--- config.mk ---
export PLATFORM = sky130hd
export DESIGN_NAME = iows_ctrl
export DESIGN_NICKNAME = d
export VERILOG_FILES = /design/src/rtl/iows_pkg.sv /design/src/rtl/iows_cfg_regs.sv /design/src/rtl/iows_region_decode.sv /design/src/rtl/iows_wait_timer.sv /design/src/rtl/iows_comp_select.sv /design/src/rtl/iows_ctrl.sv
export SDC_FILE = /design/constraint.sdc
export NUM_CORES = 1
export LEC_CHECK = 0
export BUFFER_PORTS_ARGS = -buffer_cell sky130_fd_sc_hd__buf_2
export CORE_MARGIN = 2
export CORE_UTILIZATION = 48
export CTS_CLUSTER_SIZE = 30
export DETAILED_ROUTE_END_ITERATION = 10
export GPL_TIMING_DRIVEN = 0
export PLACE_DENSITY = 0.83
export REMOVE_ABC_BUFFERS = 1
export SYNTH_ARGS = -nofsm -noshare
export SYNTH_HDL_FRONTEND = slang
export SYNTH_SLANG_ARGS = --single-unit
--- constraint.sdc ---
create_clock -name clk -period 2.6 [get_ports clk]
set_clock_uncertainty 0.2 [all_clocks]
set_input_delay 0.13 -clock clk [delete_from_list [all_inputs] [get_ports clk]]
set_output_delay 0.13 -clock clk [all_outputs]
set_load 0.005 [all_outputs]
--- src/rtl/iows_pkg.sv ---
package iows_pkg;
   // Bit positions of the composite-select mask
   localparam int SEL_PROG = 0;
   localparam int SEL_DATA = 1;
   localparam int SEL_BOOT = 2;
   localparam int SEL_IO   = 3;
   localparam int NSEL     = 4;

   typedef enum logic {
      TMR_IDLE = 1'b0,
      TMR_WAIT = 1'b1
   } tmr_state_e;
endpackage

--- src/rtl/iows_cfg_regs.sv ---
module iows_cfg_regs #(
   parameter int NREGION = 4,
   parameter int WAIT_W  = 3,
   parameter int NSEL    = 4,
   parameter int CFG_AW  = 3,
   parameter int CFG_DW  = 4
) (
   input  logic                       clk,
   input  logic                       rst_n,
   input  logic                       we,
   input  logic [CFG_AW-1:0]          addr,
   input  logic [CFG_DW-1:0]          wdata,
   output logic [NREGION*WAIT_W-1:0]  wait_flat,
   output logic [NSEL-1:0]            mask
);
   localparam int MASK_IDX = NREGION;

   logic unused_wdata_bits;
   assign unused_wdata_bits = ^wdata;

   for (genvar g = 0; g < NREGION; g++) begin : g_wreg
      always_ff @(posedge clk or negedge rst_n) begin
         if (!rst_n)
            wait_flat[g*WAIT_W +: WAIT_W] <= '1;
         else if (we && (int'(addr) == g))
            wait_flat[g*WAIT_W +: WAIT_W] <= wdata[WAIT_W-1:0];
      end
   end

   always_ff @(posedge clk or negedge rst_n) begin
      if (!rst_n)
         mask <= '0;
      else if (we && (int'(addr) == MASK_IDX))
         mask <= wdata[NSEL-1:0];
   end

   // registers leave reset at maximum wait and an empty mask
   p_reset_state_r6: assert property (@(posedge clk)
      !rst_n |=> (mask == '0) && (&wait_flat));

   // a write to an unmapped register changes no state
   p_unmapped_ignored_r7: assert property (@(posedge clk) disable iff (!rst_n)
      (we && int'(addr) > MASK_IDX) |=> $stable(mask) && $stable(wait_flat));
endmodule

--- src/rtl/iows_region_decode.sv ---
module iows_region_decode #(
   parameter int ADDR_W  = 11,
   parameter int NREGION = 4,
   parameter int WAIT_W  = 3
) (
   input  logic [ADDR_W-1:0]          addr,
   input  logic [NREGION*WAIT_W-1:0]  wait_flat,
   output logic [WAIT_W-1:0]          wait_sel
);
   localparam int RB = (NREGION > 1) ? $clog2(NREGION) : 1;

   if (NREGION == 1) begin : g_single
      logic unused_addr;
      assign unused_addr = ^addr;
      assign wait_sel = wait_flat;
   end else begin : g_multi
      logic [RB-1:0] region;
      logic unused_low;
      assign region = addr[ADDR_W-1 -: RB];
      assign unused_low = ^addr[ADDR_W-RB-1:0];
      always_comb begin
         wait_sel = '0;
         for (int i = 0; i < NREGION; i++)
            if (int'(region) == i) wait_sel = wait_flat[i*WAIT_W +: WAIT_W];
      end
   end
endmodule

--- src/rtl/iows_wait_timer.sv ---
module iows_wait_timer
   import iows_pkg::*;
#(
   parameter int WAIT_W = 3
) (
   input  logic              clk,
   input  logic              rst_n,
   input  logic              req,
   input  logic [WAIT_W-1:0] wait_val,
   output logic              ready,
   output logic              busy
);
   tmr_state_e        state;
   logic [WAIT_W-1:0] cnt;

   assign busy = (state == TMR_WAIT);

   always_comb begin
      ready = 1'b0;
      if (busy)     ready = (cnt == '0);
      else if (req) ready = (wait_val == '0);
   end

   always_ff @(posedge clk or negedge rst_n) begin
      if (!rst_n) begin
         state <= TMR_IDLE;
         cnt   <= '0;
      end else if (busy) begin
         if (cnt == '0) state <= TMR_IDLE;
         else           cnt   <= cnt - 1'b1;
      end else if (req && wait_val != '0) begin
         state <= TMR_WAIT;
         cnt   <= wait_val - 1'b1;
      end
   end

   // zero wait completes in the strobe's first cycle
   p_zero_wait_r3: assert property (@(posedge clk) disable iff (!rst_n)
      (req && !busy && wait_val == '0) |-> ready);

   // no ready while a count is still pending
   p_no_early_ready_r2: assert property (@(posedge clk) disable iff (!rst_n)
      (busy && cnt != '0) |-> !ready);

   // completion returns to idle so the next access reloads
   p_done_idle_r10: assert property (@(posedge clk) disable iff (!rst_n)
      (busy && ready) |=> !busy);

   // the core keeps requesting while stalled
   p_req_held_r2: assert property (@(posedge clk) disable iff (!rst_n)
      busy |-> req);
endmodule

--- src/rtl/iows_comp_select.sv ---
module iows_comp_select #(
   parameter int NSEL = 4
) (
   input  logic [NSEL-1:0] sel_in,
   input  logic [NSEL-1:0] mask,
   output logic            comp
);
   logic [NSEL-1:0] term;

   for (genvar g = 0; g < NSEL; g++) begin : g_term
      assign term[g] = sel_in[g] & mask[g];
   end

   assign comp = |term;
endmodule

--- src/rtl/iows_ctrl.sv ---
module iows_ctrl
   import iows_pkg::*;
#(
   parameter int ADDR_W  = 11,
   parameter int EXT_W   = 14,
   parameter int NREGION = 4,
   parameter int WAIT_W  = 3,
   parameter int CFG_AW  = 3,
   parameter int CFG_DW  = 4
) (
   input  logic              clk,
   input  logic              rst_n,
   input  logic              cfg_we,
   input  logic [CFG_AW-1:0] cfg_addr,
   input  logic [CFG_DW-1:0] cfg_wdata,
   input  logic              io_req,
   input  logic              io_write,
   input  logic [ADDR_W-1:0] io_addr,
   output logic              io_sel,
   output logic              io_rd,
   output logic              io_wr,
   output logic              io_ready,
   output logic [EXT_W-1:0]  ext_addr,
   input  logic              prog_sel,
   input  logic              data_sel,
   input  logic              boot_sel,
   output logic              comp_sel
);
   if ((1 << CFG_AW) <= NREGION) begin : g_bad_cfg_aw
      $error("cfg_addr cannot reach the mask register");
   end
   if (CFG_DW < WAIT_W || CFG_DW < NSEL) begin : g_bad_cfg_dw
      $error("cfg_wdata too narrow");
   end
   if (EXT_W < ADDR_W) begin : g_bad_ext
      $error("external bus narrower than I/O address");
   end
   if (NREGION < 1 || (NREGION & (NREGION - 1)) != 0) begin : g_bad_nreg
      $error("region count must be a power of two");
   end

   logic [NREGION*WAIT_W-1:0] wait_flat;
   logic [NSEL-1:0]           mask;
   logic [WAIT_W-1:0]         wait_sel;
   logic                      busy;
   logic [NSEL-1:0]           sel_vec;

   iows_cfg_regs #(
      .NREGION(NREGION), .WAIT_W(WAIT_W), .NSEL(NSEL),
      .CFG_AW(CFG_AW), .CFG_DW(CFG_DW)
   ) u_regs (
      .clk(clk), .rst_n(rst_n), .we(cfg_we), .addr(cfg_addr),
      .wdata(cfg_wdata), .wait_flat(wait_flat), .mask(mask)
   );

   iows_region_decode #(
      .ADDR_W(ADDR_W), .NREGION(NREGION), .WAIT_W(WAIT_W)
   ) u_dec (
      .addr(io_addr), .wait_flat(wait_flat), .wait_sel(wait_sel)
   );

   iows_wait_timer #(.WAIT_W(WAIT_W)) u_tmr (
      .clk(clk), .rst_n(rst_n), .req(io_req), .wait_val(wait_sel),
      .ready(io_ready), .busy(busy)
   );

   assign io_sel = io_req;
   assign io_rd  = io_req & ~io_write;
   assign io_wr  = io_req &  io_write;

   if (EXT_W > ADDR_W) begin : g_pad
      assign ext_addr = io_req ? {{(EXT_W-ADDR_W){1'b0}}, io_addr} : '0;
   end else begin : g_nopad
      assign ext_addr = io_req ? io_addr : '0;
   end

   always_comb begin
      sel_vec           = '0;
      sel_vec[SEL_PROG] = prog_sel;
      sel_vec[SEL_DATA] = data_sel;
      sel_vec[SEL_BOOT] = boot_sel;
      sel_vec[SEL_IO]   = io_sel;
   end

   iows_comp_select #(.NSEL(NSEL)) u_comp (
      .sel_in(sel_vec), .mask(mask), .comp(comp_sel)
   );

   // Checker state: cycles spent in an access versus the captured count
   logic [WAIT_W:0]   chk_elapsed;
   logic [WAIT_W-1:0] chk_wait;
   always_ff @(posedge clk or negedge rst_n) begin
      if (!rst_n) begin
         chk_elapsed <= '0;
         chk_wait    <= '0;
      end else if (!busy && io_req) begin
         chk_elapsed <= 1;
         chk_wait    <= wait_sel;
      end else if (busy) begin
         chk_elapsed <= chk_elapsed + 1'b1;
      end
   end

   // ready arrives after exactly the count captured at the start
   p_wait_len_r9: assert property (@(posedge clk) disable iff (!rst_n)
      (busy && io_ready) |-> (chk_elapsed == {1'b0, chk_wait}));

   // read and write strobes never overlap
   p_strobe_excl_r4: assert property (@(posedge clk) disable iff (!rst_n)
      !(io_rd && io_wr));

   // an enabled I/O select shows on the composite in the same cycle
   p_comp_io_r8: assert property (@(posedge clk) disable iff (!rst_n)
      (io_sel && mask[SEL_IO]) |-> comp_sel);

   // composite never asserts without some select active
   p_comp_source_r8: assert property (@(posedge clk) disable iff (!rst_n)
      comp_sel |-> (prog_sel || data_sel || boot_sel || io_sel));

   // address held steady while an access stalls
   p_addr_stable_r5: assert property (@(posedge clk) disable iff (!rst_n)
      busy |-> $stable(io_addr));
endmodule

==> run metrics, run 1 <==
status=finished, final reports clean; pin count of the biggest net entering global routing=22; Commonest cells post-synth=dfstp_2 (12), mux2_2 (12), and2_1 (11); CP Launch Type=flip-flop; Most used DFF post-synth=dfstp_2; Yosys top cell by area=dfstp_2; Hold Path Class=in2async; I/O Pins=45; vias in the first global route=872; sw frac=around a third; leakage=about 0.67 nW; Clock transition at path regs=0.11 ns; worst r2r dst=u_tmr.cnt[2]$_DFFE_PN0P_; Final setup viols=0; number of synthesized flops with an enable pin=0; die width=about 53 µm; n_diodes=0; CP arrival=approximately 1.9 ns; Req. time, crit path=between 2 and 2.5 ns; drt via density=just over 5; crit-path max FO=6; root buffer cell=clkbuf_4; drc violations=0; Final period util=roughly 86%; die area=2830 µm²; standard-cell rows=17; Clk pwr share=roughly 17%; TritonRoute pass-1 iters=3; DRT iter0 DRCs=5; min cycle time layout=around 2.2 ns; CTS tree=built; starting density of the core=51.6%; synth warn=0; core area=between 2000 and 2500 µm²; Worst Setup SP=u_regs.wait_flat[1]$_DFFE_PN1P_; Port Buffers=41; Worst path slowest cell=mux4_2; Die H=about 53 µm; sequential area share after synthesis=44.3%; Final ANT Viol Nets=0; top post-synthesis cells by area=dfstp_2 (27%), dfrtp_1 (17%), mux2_2 (12%); nets=between 150 and 200; Max Cap Viol=0; Pwr Density=735 nW/µm²; Critical Path Sink Type=primary output; Longest Clk Path Bufs=2; Inserted Clock Buffers=3; worst hold slack=0.0934 ns; Total Wirelength=around 2400 µm; Vias=885; H-tree depth=1; Avg WL per Cell=between 10 and 15 µm; r2r worst-path depth=5; Seq cells post-synth=20; RR Startpoint=u_regs.wait_flat[1]$_DFFE_PN1P_; R2R setup slack=about 0.57 ns; part of the power in combinational logic=around a third; cts repair resizes=0; Global Route Usage Sum=19.5%; grt total ovfl=0; Critical Path Max Stage Delay=0.52 ns; number of distinct library cells after synthesis=31; Async SR Flop Fraction=between 90% and 100%; CP Class=reg2out; Placer Congestion=about 0.76; synthesized instance count=between 90 and 100; Worst setup endpoint=io_ready; internal power=around 0.7 mW; global-route wire length before repair=approximately 4000 µm; Synth top area share=27.1%; share of layout cells above drive strength 1=51.4%; Sink Count=20; Synth Cell Area=~1200 µm²; initial antenna violation count=0; sw power=roughly 0.35 mW; Fmax=between 0.4 and 0.5 GHz; Slew HR=~63%; syn_area_per_cell=about 12 µm²; power share of the sequential group=between 40% and 50%; Worst Tran Pin Value=around 0.55 ns; Final HPWL DP=around 1900 µm; final hold viol count=0; worst vdd ir=0.000493 V; clock latency on the worst-skew pair=~0.3 ns; setup tns final=0 ns; crit-path cells=mux4_2 > nor4_4 > a21o_1 > buf_2; Syn-to-layout area delta=24.8%; max-slew violation count=0; RSZ-0062 raised after global routing=no
[how the worst min path moves through the flow]
stage                 from                              end  slack, ns  cells after the start
2_1_floorplan        rst_n       u_regs.mask[0]$_DFFE_PN0P_      -0.37                      0
3_3_place_gp         rst_n       u_regs.mask[1]$_DFFE_PN0P_      -0.12                      1
3_5_place_dp         rst_n       u_regs.mask[1]$_DFFE_PN0P_      -0.11                      1
4_1_cts              rst_n       u_regs.mask[1]$_DFFE_PN0P_        0.1                      2
5_1_grt        cfg_addr[1]  u_regs.wait_flat[1]$_DFFE_PN1P_       0.10                      3
6_report             rst_n         u_tmr.cnt[1]$_DFFE_PN0P_       0.09                      2
[routing by layer]
| layer | track usage, % | vias to the layer above | share of wire (%) |
|---|---|---|---|
| li1 | - | 443 | - |
| met5 | 0 | - | 0 |
| met1 | 25.0 | 417 | 45 |
| met2 | 34.0 | 23 | 52 |
| met4 | 4.70 | 0 | 0.33 |
| met3 | 3.39 | 2 | 3.0 |
[metrics by stage]
stage               instance area, µm²  std cells  power, mW  setup WS, ns  utilization, %
global placement                  1360        163      0.861         0.632            60.5
detailed placement                1360        163      0.889         0.596            60.5
finish                            1450        172       1.07         0.365            64.3
floorplan                         1120         94      0.769         0.734               -
global route                      1450        172       1.14         0.264            64.3
CTS                               1450        172       1.07         0.362            64.3
[final cells by class]
cell class / count / area [µm²]
fill: 187 / 805
clock buffer: 4 / 36.3
multi-input combinational: 74 / 608
tap: 28 / 35.0
timing repair buffer: 46 / 255
sequential: 20 / 515
[registers in the layout (all words and copies together) (netlist names)]
signal            count
u_regs.wait_flat     12
u_regs.mask           4
u_tmr.cnt             3
u_tmr.busy            1
[critical path, delay by kind of cell (launching register included)]
kind            cells  cell delay, ns
compound gates      1            0.18
simple gates        1            0.42
buf+inv             1            0.10
flops               1            0.39
mux                 1            0.52
[layout by cell type, fill, tap and decap left out, types with 2 or more instances in the layout]
| master | n |
|---|---|
| mux2_2 | 12 |
| nand3_1 | 2 |
| o41ai_1 | 2 |
| mux4_2 | 2 |
| nor3_1 | 4 |
| dfstp_2 | 12 |
| dlygate4sd3_1 | 5 |
| nor3b_1 | 3 |
| clkbuf_4 | 3 |
| mux2_1 | 4 |
| conb_1 | 3 |
| dfrtp_1 | 8 |
| nand2_1 | 5 |
| mux2i_1 | 2 |
| a22oi_1 | 2 |
| and2_1 | 11 |
| nor2b_1 | 3 |
| buf_2 | 41 |
| nor2_1 | 7 |
[cells by family (layout without fill, tap and decap cells)]
| kind of cell | Yosys count | count (layout) | share of synthesized area (%) |
|---|---|---|---|
| mux | 21 | 21 | 23.4 |
| flops | 20 | 20 | 44.3 |
| fa+ha+maj | 1 | 1 | 1.08 |
| buf+inv | 7 | 50 | 3.98 |
| simple gates | 41 | 41 | 21.9 |
| other cells | 1 | 3 | 0.323 |
| compound gates | 8 | 8 | 5.06 |
[timing repair]
| action | in CTS | in global routing |
|---|---|---|
| hold buffers | 5 | 0 |
| setup buffers | 0 | 0 |
| endpoints found under the hold margin | 36 | 0 |
[power groups by stage]
stage / combinational (mW) / sequential, mW / clock (mW)
6_report: 0.375 / 0.513 / 0.177
5_1_grt: 0.421 / 0.525 / 0.199
4_1_cts: 0.378 / 0.512 / 0.178
3_5_place_dp: 0.371 / 0.518 / 0
3_3_place_gp: 0.352 / 0.508 / 0
2_1_floorplan: 0.274 / 0.494 / 0
No activity file was read; power rests on OpenSTA's default activity.
==> inputs of run 2 (changes only) <==
BUFFER_PORTS_ARGS = not set   (was -buffer_cell sky130_fd_sc_hd__buf_2)
CORE_UTILIZATION = 50   (was 48)
DONT_BUFFER_PORTS = 1   (was not set)
PLACE_DENSITY = 0.69   (was 0.83)
SKIP_LAST_GASP = 1   (was not set)
==> run metrics, run 2 (synthesis gave the netlist of run 1 again) <==
drt via density=5.93 (+15%); Clock transition at path regs=0.11 ns (about the same); leakage=0.512 nW (-24%); r2r worst-path depth=6 (+1); RSZ-0062 raised after global routing=no; pin count of the biggest net entering global routing=21 (-4.5%); grt total ovfl=0 (unchanged); drc violations=0 (unchanged); I/O Pins=45 (unchanged); Placer Congestion=0.744 (-1.9%); Final period util=83.0% (-3.0 points); cell family with the largest share of critical-path delay=buffers and inverters; Sink Count=20 (unchanged); fin util=58.1% (-6.2 points); CP Class=in2reg; Avg WL per Cell=16.0 µm (+14%); CP Launch Type=primary input; Syn-to-layout area delta=10.5%; Fmax=0.463 GHz (+3.6%); initial antenna violation count=0 (unchanged); status=finished, final reports clean; worst vdd ir=0.000509 V (+3.3%); Final setup viols=0 (unchanged); vias in the first global route=816 (-6.4%); setup tns final=0 ns (unchanged); core area=2210 µm² (-1.9%); Largest regs=u_regs.wait_flat: 12 flops, u_regs.mask: 4 flops, u_tmr.cnt: 3 flops; H-tree depth=1 (unchanged); share of layout cells above drive strength 1=29.6% (-22 points); Worst path depth=4 (unchanged); Vias=806 (-8.9%); max reg flops=12 (unchanged); met2 wire len=1190 µm (-5.3%); final hold viol count=0 (unchanged); n_diodes=0 (unchanged); Pwr Density=779 nW/µm² (+6.1%); dpl cells=122 (-25%); Inserted Clock Buffers=3 (unchanged); root buffer cell=clkbuf_4; standard-cell rows=17 (unchanged); Slew HR=41.5% (-21 points); Worst Tran Pin Value=0.875 ns (+0.321 ns); Reg with most FFs=u_regs.wait_flat; clock latency on the worst-skew pair=0.29 ns (about the same); die area=2730 µm² (-3.7%); worst hold path stage count=3; worst hold slack=0.00655 ns (-0.0869 ns); CP dominant cell by count=dlygate4sd3_1; cts repair resizes=0 (unchanged); Global Route Usage Sum=18.6% (-0.88 points); Critical Path Sink Type=flip-flop; Hold Path Class=in2reg; Die H=52.2 µm (-1.9%); die width=52.2 µm (-1.9%); cts hold-fix bufs=10 (+5); CTS tree=built; # Post-CTS Setup Buffers=0 (unchanged); Req. time, crit path=2.59 ns (+0.32 ns); DRT iter0 DRCs=10 (+5); metal1 wirelength=830 µm (-24%); CP arrival=2.15 ns (+0.24 ns); Longest Clk Path Bufs=2 (unchanged); Port Buffers=0 (-100%); Max Cap Viol=0 (unchanged); min cycle time layout=2.16 ns (-0.0777 ns); crit-path cells=dlygate4sd3_1 > nor3_1 > mux2_2 > dlygate4sd3_1; worst path bufs/invs=2 (+1); crit-path max FO=4 (-2); TritonRoute pass-1 iters=4 (+1); WL met3=145 µm (+96%); Cell Count, Final, Fillers Out=136 (-21%); most frequent cells in the layout=mux2_2 (12), dfstp_2 (12), and2_1 (11); Total Wirelength=2180 µm (-10%); nets=136 (-21%); Worst path slowest cell=dlygate4sd3_1; max-slew violation count=0 (unchanged); global-route wire length before repair=3630 µm (-8.0%); Final ANT Viol Nets=0 (unchanged); Critical Path Max Stage Delay=0.58 ns (+0.06 ns); starting density of the core=52.5% (+0.99 points); DR top layer=met4
-- run 2: changes by cell type in the layout (fill, tap and decap cells not counted) --
cell / previous run / this run
buf_2: 41 / 0
clkbuf_8: 1 / 0
clkbuf_1: 0 / 1
dlygate4sd3_1: 5 / 10
-- run 2: metal layers --
layer  vias up  track usage, %
met4         0            7.69
met3         2            2.57
met5         -               0
met1       389            20.7
li1        372               -
met2        43            35.2
-- run 2: metrics by stage --
step / power (mW) / area, µm² / setup slack, ns
floorplan: 0.769 / 1120 / 0.734
global placement: 0.813 / 1160 / 0.644
detailed placement: 0.839 / 1160 / 0.597
CTS: 1.02 / 1280 / 0.457
global route: 1.07 / 1280 / 0.306
finish: 1.00 / 1280 / 0.442
-- run 2: final timing paths --
kind | start | to | slack, ns
min in group asynchronous | rst_n | u_regs.mask[0]$_DFFE_PN0P_ | 0.19
hold reg to reg | u_regs.mask[2]$_DFFE_PN0P_ | u_regs.mask[2]$_DFFE_PN0P_ | 0.32
setup / recovery | cfg_addr[0] | u_regs.mask[1]$_DFFE_PN0P_ | 0.44
hold / removal | cfg_addr[1] | u_regs.wait_flat[8]$_DFFE_PN1P_ | 0.007
max in group asynchronous | rst_n | u_tmr.cnt[2]$_DFFE_PN0P_ | 1.47
setup reg to reg | u_regs.wait_flat[9]$_DFFE_PN1P_ | u_tmr.cnt[2]$_DFFE_PN0P_ | 0.59
-- run 2: area by class of cell --
| type | instances | area [µm²] |
|---|---|---|
| multi-input combinational | 74 | 608 |
| timing repair buffer | 10 | 100 |
| tap | 28 | 35.0 |
| clock buffer | 4 | 26.3 |
| sequential | 20 | 515 |
| fill | 187 | 927 |
-- run 2: power breakdown --
group | switching (mW) | total, mW | internal (mW)
clock | 0.0873 | 0.147 | 0.0596
sequential | 0.0843 | 0.513 | 0.428
combinational | 0.149 | 0.342 | 0.193
total | 0.321 | 1.00 | 0.681
-- run 2: worst register-to-register path, cell delays in order, from the launching register on --
cell and delay, ns:
dfstp_2 0.38, mux4_2 0.54, mux2i_1 0.16, ha_1 0.24, a311oi_1 0.11, nor3_1 0.21
a21oi_1 0.06
